`src/rtl/secam_fm_pkg.sv`:
```
package secam_fm_pkg;

  typedef enum logic {CH_DB = 1'b0, CH_DR = 1'b1} chan_e;

  // frequency in Hz to accumulator increment, scaled by 2^(ph_w-frac)/fs, rounded
  function automatic longint hz_to_inc(input longint hz, input longint fs,
                                       input int ph_w, input int frac);
    longint num;
    num = (hz < 0 ? -hz : hz) <<< (ph_w - frac);
    num = (num + fs / 2) / fs;
    return (hz < 0) ? -num : num;
  endfunction

endpackage

```
`src/rtl/secam_line_sel.sv`:
```
module secam_line_sel
  import secam_fm_pkg::*;
(
  input  logic  clk_i,
  input  logic  rst_ni,
  input  logic  en_i,
  input  logic  frame_i,
  input  logic  line_i,
  output chan_e chan_o
);

  chan_e chan_q;

  always_ff @(posedge clk_i or negedge rst_ni) begin
    if (!rst_ni) begin
      chan_q <= CH_DB;
    end else if (en_i) begin
      if (frame_i)     chan_q <= CH_DB;
      else if (line_i) chan_q <= (chan_q == CH_DB) ? CH_DR : CH_DB;
    end
  end

  assign chan_o = chan_q;

endmodule

```
`src/rtl/secam_phase_acc.sv`:
```
module secam_phase_acc #(
  parameter int PH_W  = 32,
  parameter int ANG_W = 10
) (
  input  logic                   clk_i,
  input  logic                   rst_ni,
  input  logic                   step_i,
  input  logic signed [PH_W-1:0] inc_i,
  output logic [ANG_W-1:0]       ang_o
);

  logic [PH_W-1:0] ph_q;

  always_ff @(posedge clk_i or negedge rst_ni) begin
    if (!rst_ni)     ph_q <= '0;
    else if (step_i) ph_q <= ph_q + inc_i;
  end

  assign ang_o = ph_q[PH_W-1 -: ANG_W];

endmodule

```
`src/rtl/secam_sine.sv`:
```
module secam_sine #(
  parameter int ANG_W = 10,
  localparam int SIN_W = ANG_W - 1
) (
  input  logic [ANG_W-1:0]        ang_i,
  output logic signed [SIN_W-1:0] sin_o,
  output logic signed [SIN_W-1:0] cos_o
);

  localparam int H_W = ANG_W - 1;
  localparam int M_W = 2 * ANG_W;
  localparam logic [ANG_W-1:0] QUARTER = ANG_W'(1) << (ANG_W - 2);
  localparam logic [ANG_W-1:0] HALF    = ANG_W'(1) << H_W;

  logic [ANG_W-1:0] ang_c;
  logic [M_W-1:0]   m_s, m_c;
  logic [SIN_W-1:0] mag_s, mag_c;

  assign ang_c = ang_i + QUARTER;

  // parabolic half-wave: h*(HALF-h)/HALF, sign from the top angle bit
  always_comb begin
    m_s   = M_W'(ang_i[H_W-1:0]) * M_W'(HALF - {1'b0, ang_i[H_W-1:0]});
    m_c   = M_W'(ang_c[H_W-1:0]) * M_W'(HALF - {1'b0, ang_c[H_W-1:0]});
    mag_s = SIN_W'(m_s >> H_W);
    mag_c = SIN_W'(m_c >> H_W);
    sin_o = ang_i[ANG_W-1] ? -$signed(mag_s) : $signed(mag_s);
    cos_o = ang_c[ANG_W-1] ? -$signed(mag_c) : $signed(mag_c);
  end

endmodule

```
`src/rtl/secam_fm_gen.sv`:
```
module secam_fm_gen
  import secam_fm_pkg::*;
#(
  parameter int FS_HZ     = 27_000_000,
  parameter int REF_HZ    = 4_286_000,
  parameter int DB_CTR_HZ = 4_250_000,
  parameter int DR_CTR_HZ = 4_406_250,
  parameter int DB_DEV_HZ = 230_000,
  parameter int DR_DEV_HZ = 280_000,
  parameter int PH_W      = 32,
  parameter int ANG_W     = 10,
  parameter int C_W       = 10,
  parameter int C_FRAC    = 8,
  parameter int G_W       = 8,
  parameter int Y_W       = 10
) (
  input  logic           clk_i,
  input  logic           rst_ni,
  input  logic           en_i,
  input  logic           frame_i,
  input  logic           line_i,
  input  logic           active_i,
  input  logic [C_W-1:0] db_i,
  input  logic [C_W-1:0] dr_i,
  input  logic [G_W-1:0] gain_i,
  input  logic [Y_W-1:0] ysync_i,
  output logic [Y_W-1:0] cvbs_o
);

  localparam int SIN_W = ANG_W - 1;
  localparam int MIX_W = 2 * SIN_W + 1;
  localparam int SCL_W = MIX_W + G_W + 1;
  localparam int SHIFT = 2 * (ANG_W - 3) + 1;
  localparam logic signed [PH_W-1:0] REF_INC =
    PH_W'(hz_to_inc(REF_HZ, FS_HZ, PH_W, 0));
  localparam logic signed [PH_W-1:0] DB_OFF =
    PH_W'(hz_to_inc(DB_CTR_HZ - REF_HZ, FS_HZ, PH_W, 0));
  localparam logic signed [PH_W-1:0] DR_OFF =
    PH_W'(hz_to_inc(DR_CTR_HZ - REF_HZ, FS_HZ, PH_W, 0));
  localparam logic signed [PH_W-1:0] DB_DEV =
    PH_W'(hz_to_inc(DB_DEV_HZ, FS_HZ, PH_W, C_FRAC));
  localparam logic signed [PH_W-1:0] DR_DEV =
    PH_W'(hz_to_inc(DR_DEV_HZ, FS_HZ, PH_W, C_FRAC));
  localparam logic signed [SCL_W-1:0] Y_MAX = SCL_W'((1 << Y_W) - 1);

  chan_e chan;
  logic  chan_dr;

  secam_line_sel u_line_sel (
    .clk_i  (clk_i),
    .rst_ni (rst_ni),
    .en_i   (en_i),
    .frame_i(frame_i),
    .line_i (line_i),
    .chan_o (chan)
  );

  assign chan_dr = (chan == CH_DR);

  // baseband increment: per-line offset plus deviation times colour
  logic signed [C_W-1:0]  color;
  logic signed [PH_W-1:0] color_x, dev_sel, off_sel, bb_inc;

  assign color   = chan_dr ? $signed(dr_i) : $signed(db_i);
  assign color_x = {{(PH_W-C_W){color[C_W-1]}}, color};
  assign dev_sel = chan_dr ? DR_DEV : DB_DEV;
  assign off_sel = chan_dr ? DR_OFF : DB_OFF;
  assign bb_inc  = off_sel + dev_sel * color_x;

  // index 0: reference, index 1: baseband
  logic                   step   [2];
  logic signed [PH_W-1:0] inc    [2];
  logic [ANG_W-1:0]       ang    [2];
  logic signed [SIN_W-1:0] sin_v [2];
  logic signed [SIN_W-1:0] cos_v [2];

  assign step[0] = en_i;
  assign inc[0]  = REF_INC;
  assign step[1] = en_i & active_i;
  assign inc[1]  = bb_inc;

  for (genvar k = 0; k < 2; k++) begin : g_osc
    secam_phase_acc #(.PH_W(PH_W), .ANG_W(ANG_W)) u_acc (
      .clk_i (clk_i),
      .rst_ni(rst_ni),
      .step_i(step[k]),
      .inc_i (inc[k]),
      .ang_o (ang[k])
    );
    secam_sine #(.ANG_W(ANG_W)) u_sine (
      .ang_i(ang[k]),
      .sin_o(sin_v[k]),
      .cos_o(cos_v[k])
    );
  end

  logic [ANG_W-1:0] ref_ang, bb_ang;
  assign ref_ang = ang[0];
  assign bb_ang  = ang[1];

  // up-mix: sin(ref + bb) by the angle-sum identity
  logic signed [MIX_W-1:0] mix;
  logic signed [SCL_W-1:0] scaled, car, total;
  logic [Y_W-1:0]          sat;

  always_comb begin
    mix    = cos_v[0] * sin_v[1] + sin_v[0] * cos_v[1];
    scaled = mix * $signed({1'b0, gain_i});
    car    = scaled >>> SHIFT;
    total  = car + $signed({{(SCL_W-Y_W){1'b0}}, ysync_i});
    if (total < 0)          sat = '0;
    else if (total > Y_MAX) sat = Y_MAX[Y_W-1:0];
    else                    sat = total[Y_W-1:0];
  end

  always_ff @(posedge clk_i or negedge rst_ni) begin
    if (!rst_ni)                  cvbs_o <= '0;
    else if (en_i && active_i)    cvbs_o <= sat;
    else                          cvbs_o <= ysync_i;
  end

endmodule

```
`config.mk`:
```
export PLATFORM = sky130hd
export DESIGN_NAME = secam_fm_gen
export DESIGN_NICKNAME = d
export VERILOG_FILES = /design/src/rtl/secam_fm_pkg.sv /design/src/rtl/secam_line_sel.sv /design/src/rtl/secam_phase_acc.sv /design/src/rtl/secam_sine.sv /design/src/rtl/secam_fm_gen.sv
export SDC_FILE = /design/constraint.sdc
export NUM_CORES = 2
export LEC_CHECK = 0
export ABC_CLOCK_PERIOD_IN_PS = 17400
export BUFFER_PORTS_ARGS = -buffer_cell sky130_fd_sc_hd__buf_2
export CORE_UTILIZATION = 45
export CTS_CLUSTER_SIZE = 10
export DETAILED_ROUTE_END_ITERATION = 6
export GPL_TIMING_DRIVEN = 0
export PLACE_DENSITY = 0.66
export SYNTH_ARGS = -nofsm -noshare
export SYNTH_HDL_FRONTEND = slang
export SYNTH_SLANG_ARGS = --single-unit
```
`constraint.sdc`:
```
create_clock -name clk_i -period 17.4 [get_ports clk_i]
set_clock_uncertainty 0.15 [all_clocks]
set_input_delay 3.48 -clock clk_i [delete_from_list [all_inputs] [get_ports clk_i]]
set_output_delay 3.48 -clock clk_i [all_outputs]
set_load 0.01 [all_outputs]
```
Word level (Yosys, flattened, before mapping)

Index checks and enable logic that the tools add are counted.
Widths: inputs -> output; s select.

Add/subtract/negate cells: 15
Multipliers: 8
Magnitude comparators: 2
Mux-type cells: 13
Bitwise gates (word level): 1
Reductions and logical operators: 3

Operator list:

| cell                   | count |
|---|---|
| $mul 9x20->18          | 4 |
| $sub 10x9->11 const A  | 4 |
| $mux 10                | 4 |
| $mul 9x9->18           | 2 |
| $mux 9                 | 4 |
| $neg 9->9              | 4 |
| $add 32x29->32         | 1 |
| $add 32x30->32 const B | 1 |
| $add 32x32->32         | 1 |
| $mux 32                | 1 |
| $mul 19x10->29         | 1 |
| $mul 19x9->28          | 1 |
| $add 10x9->10 const B  | 2 |
| $add 18x18->19         | 1 |
| $mux 16                | 1 |
| $add 13x11->14         | 1 |
| $gt 14x11->1 const B   | 1 |
| $lt 14x1->1 const B    | 1 |
| $mux 1                 | 3 |
| $reduce_and 2->1       | 1 |
| $reduce_bool 2->1      | 1 |
| $and 1x1->1            | 1 |
| $logic_and 1x1->1      | 1 |

Flip-flop bits (word level): 75
Input port bits: 44
Output and inout bits: 10
Word-level logic and storage cells: 46

Longest topological paths before layout

Depth in word-level cells: 13
Mapped depth: 76
Gate-level depth less buffers: 74

Modules after synthesis

A second synthesis with hierarchy kept.

Cells, all modules: 3673
Area total of the unflattened synthesis: 33311.9 µm²

By module, submodules not included:

| module          | times used | cells each | area each (µm²) | seq. area each (µm²) |
|---|---|---|---|---|
| secam_fm_gen    | 1          | 1898       | 17237.8         | 250.2 |
| secam_sine      | 2          | 553        | 5004.8          | 0.0 |
| secam_phase_acc | 2          | 332        | 3005.4          | 800.8 |
| secam_line_sel  | 1          | 5          | 53.8            | 25.0 |

Least setup slack after synthesis

Ideal clock, no wire load.

Kind: register to register
Start point: register g_osc[0].u_acc.ph_q[22]
End point: register cvbs_o[9]
Setup time: 0.142 ns
Arrival time: 17.386 ns
Required time: 17.108 ns
Slack: -0.278 ns
Stages on the path, launching flop included: 69
Path buffers: 3
Clock period less this slack: 17.678 ns
Cells stage by stage: dfrtp_1 -> clkbuf_1 -> inv_1 -> ha_1 -> nor3b_1 -> nor3b_1 -> nor3b_1 -> ha_1 -> nand2b_1 -> fa_1 -> inv_1 -> fa_1 -> inv_1 -> fa_1 -> inv_1 -> fa_1 -> ha_1 -> a31oi_2 -> [33 not listed] -> inv_1 -> fa_1 -> inv_1 -> ha_1 -> nor2b_1 -> o31a_1 -> o21a_1 -> o21a_1 -> o21a_1 -> nor2_1 -> xnor2_1 -> ha_1 -> a21o_1 -> a31oi_1 -> xnor3_1 -> o41ai_1 -> a21o_2 -> o311ai_1

Word-level cells in the longest chain between the ends: 13
Elaborated cells on any way between the ends: 19
Classes of those cells: add/sub (7); mul (5); order compare (2); mux (5)

RTL lines:

| element                | RTL line              | RTL |
|---|---|---|
| start, declared        | secam_phase_acc.sv:12 | `logic [PH_W-1:0] ph_q;` |
| start signal, assigned | secam_phase_acc.sv:16 | `else if (step_i) ph_q <= ph_q + inc_i;` |
| $add 10x9->10          | secam_sine.sv:19      | `assign ang_c = ang_i + QUARTER;` |
| $sub 10x9->11          | secam_sine.sv:24      | `m_c = M_W'(ang_c[H_W-1:0]) * M_W'(HALF - {1'b0, ang_c[H_W-1:0]});` |
| $mul 9x20->18          | secam_sine.sv:24      |  |
| $neg 9->9              | secam_sine.sv:28      | `cos_o = ang_c[ANG_W-1] ? -$signed(mag_c) : $signed(mag_c);` |
| $mux 9                 | secam_sine.sv:28      |  |
| $mul 9x9->18           | secam_fm_gen.sv:107   | `mix = cos_v[0] * sin_v[1] + sin_v[0] * cos_v[1];` |
| $add 18x18->19 (*)     | secam_fm_gen.sv:107   |  |
| $mul 19x9->28 (*)      | secam_fm_gen.sv:108   | `scaled = mix * $signed({1'b0, gain_i});` |
| $add 13x11->14 (*)     | secam_fm_gen.sv:110   | `total = car + $signed({{(SCL_W-Y_W){1'b0}}, ysync_i});` |
| $gt 14x11->1           | secam_fm_gen.sv:112   | `else if (total > Y_MAX) sat = Y_MAX[Y_W-1:0];` |
| $mux 10                | secam_fm_gen.sv:112   |  |
| $mux 10 (*)            | secam_fm_gen.sv:111   | `if (total < 0) sat = '0;` |
| $mux 10 (*)            | secam_fm_gen.sv:118   | `else if (en_i && active_i) cvbs_o <= sat;` |
| end signal, assigned   | secam_fm_gen.sv:118   |  |
| end signal, assigned   | secam_fm_gen.sv:119   | `else cvbs_o <= ysync_i;` |
| end, declared          | secam_fm_gen.sv:27    | `output logic [Y_W-1:0] cvbs_o` |

Mark *: on every way between the ends. The rest lies on a longest branch, timed or not.
A chain may end at the register's enable or synchronous reset.

Worst setup path in the final report

Start point: register g_osc[1].u_acc.ph_q[23]
End point: register cvbs_o[9]

Word-level cells in the longest chain between the ends: 13
Elaborated cells on any way between the ends: 19
Classes of those cells: add/sub (7); mul (5); order compare (2); mux (5)

RTL lines:

| element                | RTL line |
|---|---|
| start, declared        | secam_phase_acc.sv:12 |
| start signal, assigned | secam_phase_acc.sv:16 |
| $add 10x9->10          | secam_sine.sv:19 |
| $sub 10x9->11          | secam_sine.sv:24 |
| $mul 9x20->18          | secam_sine.sv:24 |
| $neg 9->9              | secam_sine.sv:28 |
| $mux 9                 | secam_sine.sv:28 |
| $mul 9x9->18           | secam_fm_gen.sv:107 |
| $add 18x18->19 (*)     | secam_fm_gen.sv:107 |
| $mul 19x9->28 (*)      | secam_fm_gen.sv:108 |
| $add 13x11->14 (*)     | secam_fm_gen.sv:110 |
| $gt 14x11->1           | secam_fm_gen.sv:112 |
| $mux 10                | secam_fm_gen.sv:112 |
| $mux 10 (*)            | secam_fm_gen.sv:111 |
| $mux 10 (*)            | secam_fm_gen.sv:118 |

Marks and branches as above.

==> metrics.txt <==
Worst EP required=17.45 ns; total track usage=a little over a fifth; Synth Warn #=0; crit start category=register; DP Worst Slack=-3.31 ns; fin crit share=101%; GR Overflow Total=0; I/O pins=54; number of global-route vias before repair=~24000; MaxCap Viol Count=0; cell family with most CP delay=adder cells; most frequent cells in the layout=inv_1 (756), fa_1 (562), ha_1 (382), nand2_1 (230), nor2_1 (160); CP Depth=64; fin worst setup slack=-0.123 ns; nets=~4700; clk sinks=74; worst hold path type=register to register; Via-to-Cell Ratio=about 5.1; Residual DRC=0; CTS tree=done; WL per Instance=between 15 and 20 um; final hold vios=0; Slew @ Worst Pin=a little under 1 ns; clock-pin transition on the worst setup and hold timing paths=0.06 ns; clock buffer count from CTS=9; TritonRoute pass-1 iters=7; area of the core=roughly 0.067 mm^2; first-pass GRT wire length=around 120000 um; worst relative slew slack=34.7%; crit path capture=cvbs_o[9]; cell row count=95; Mapped Area=just over 0.03 mm^2; via count=approximately 23000; htree depth=3; Slew Limit Fails=0; synth unique cells=90; gpl congestion=around 0.86; Most Frequent Cell on Critical Path=fa_1; share of cells above drive strength 1=roughly 15%; worst r2r dst=cvbs_o[9]; crit path max fanout=5; flop2flop setup slack=-0.12 ns; largest net degree at the start of global routing=42; Post-Route WL=slightly above 70000 um; Critical-path top delay cell=fa_1; Most used DFF post-synth=dfrtp_1; critical path's largest stage delay=between 0.5 and 0.6 ns; initial antenna violation count=0; CTS max path bufs=2; Starting DRT DRC Count=roughly 1100; Post-synth EDFFs=0; path type of the worst setup path=register to register; Clock Root Buffer=clkbuf_16; R2R depth=64; Yosys reg bits=between 70 and 80; Period minus WS final=17.52 ns; Crit. Startpoint=g_osc[1].u_acc.ph_q[23]; unrepaired setup endpoints after global routing=true; sequential area share after synthesis=6.01%; synthesized instance count=3400; Total Die Area=around 0.069 mm^2; effective utilization at floorplan=between 40% and 50%; crit path DAT=around 18 ns; ys async rst share=100%; Area Growth Syn to Fin=16.4%; crit end category=register; most common cell after layout, fill and taps aside=inv_1; CP Buf/Inv Count=11; reg-to-reg startpoint=g_osc[1].u_acc.ph_q[23]; Avg Cell Area, Syn=9.06 um^2; chip height=about 260 um; Fmax=0.0571 GHz; Die Wd=264 um; Post-DP HPWL=58000 um; Worst-Skew Late Latency=0.37 ns; status=complete, but fails checks; number of routed nets with antenna violations=0; number of fill cells in the layout=between 5000 and 6000; failing checks=setup timing; Port Buffers=46; Final setup viols=10; antenna cells=0
[cells in the mapped netlist, types with 9 or more instances]
library cell	count	share of area, %
inv_1	777	9.5
fa_1	575	37
ha_1	429	17
nand2_1	239	2.9
nor2_1	175	2.1
xnor2_1	132	3.8
and2_1	126	2.6
nand2b_1	104	2.1
a21oi_1	89	1.4
o21ai_0	87	1.4
clkbuf_1	76	0.93
dfrtp_1	74	6.0
nor2b_1	70	1.4
xor2_1	62	1.8
a21o_1	38	0.93
nand3_1	38	0.62
nor3_1	28	0.45
or2_2	25	0.51
o21a_1	20	0.49
a31oi_1	13	0.26
nor3b_1	13	0.32
o21bai_1	13	0.32
a211oi_1	12	0.29
o31ai_1	11	0.27
or3_1	11	0.22
mux2_2	10	0.37
nand4_1	9	0.18
[what timing repair did]
action,in CTS,in global routing
setup endpoints to repair,10,10
resized for setup,252,183
hold buffers,0,0
buffers inserted,97,44
gates cloned,1,0
pin swaps,106,98
[sequential cells by signal, indices dropped and copies added, names as in the netlist]
signal	count
cvbs_o	10
u_line_sel.chan_o	1
g_osc.u_acc.ph_q	63
[per-layer routing]
metal	GRT usage [%]	part of all wire [%]
met5	0	0
met4	3.76	1.2
met3	2.72	4.2
met2	36.3	49
met1	29.1	46
[kinds of logic (layout without fill, tap and decap cells)]
logic type               after synthesis  after routing  share of synthesized area (%)
AND/OR/NAND/NOR                      881            881                           14.6
flip-flops                            74             74                           6.01
buffers and inverters                866           1057                           10.6
AO/OA/AOI/OAI                        361            362                           7.77
multiplexers                          13             13                          0.463
adder cells (fa/ha/maj)             1004           1004                           54.8
other                                  2             40                         0.0244
XOR/XNOR                             199            199                           5.80
[metrics by stage]
step	TNS, ns	util [%]	cell area (um^2)	hold slack, ns	cells
finish	-0.694	53.2	35900	0.311	4503
global route	-6.74	53.2	35900	0.349	4503
floorplan	0	-	31000	0.286	3438
global placement	-31.19	47.9	32300	0.308	4357
detailed placement	-32.65	47.9	32300	0.304	4358
CTS	-0.164	51.3	34600	0.314	4467
[worst min-delay path by stage]
stage                               to  depth (start not counted)               startpoint  slack, ns
6_report        g_osc[0].u_acc.ph_q[9]                          1   g_osc[0].u_acc.ph_q[9]       0.31
5_1_grt        g_osc[0].u_acc.ph_q[13]                          1  g_osc[0].u_acc.ph_q[13]       0.35
4_1_cts         g_osc[0].u_acc.ph_q[9]                          1   g_osc[0].u_acc.ph_q[9]       0.31
3_5_place_dp    g_osc[0].u_acc.ph_q[9]                          1   g_osc[0].u_acc.ph_q[9]       0.30
3_3_place_gp    g_osc[0].u_acc.ph_q[9]                          1   g_osc[0].u_acc.ph_q[9]       0.31
2_1_floorplan   g_osc[0].u_acc.ph_q[9]                          1   g_osc[0].u_acc.ph_q[9]       0.29
[cell type report]
type	instances	area (um^2)	area share, %
clock buffers	9	225	0.628
flip-flops and latches	74	1860	5.18
multi-input cells	2499	28000	78.0
well taps	873	1090	3.05
inverters	779	2940	8.20
clock inverters	6	45.0	0.126
repair buffers	187	1370	3.82
plain buffers	76	353	0.984
Power is not shown: default switching activity piles up to over one toggle a cycle in this logic, so the estimate is an artifact.
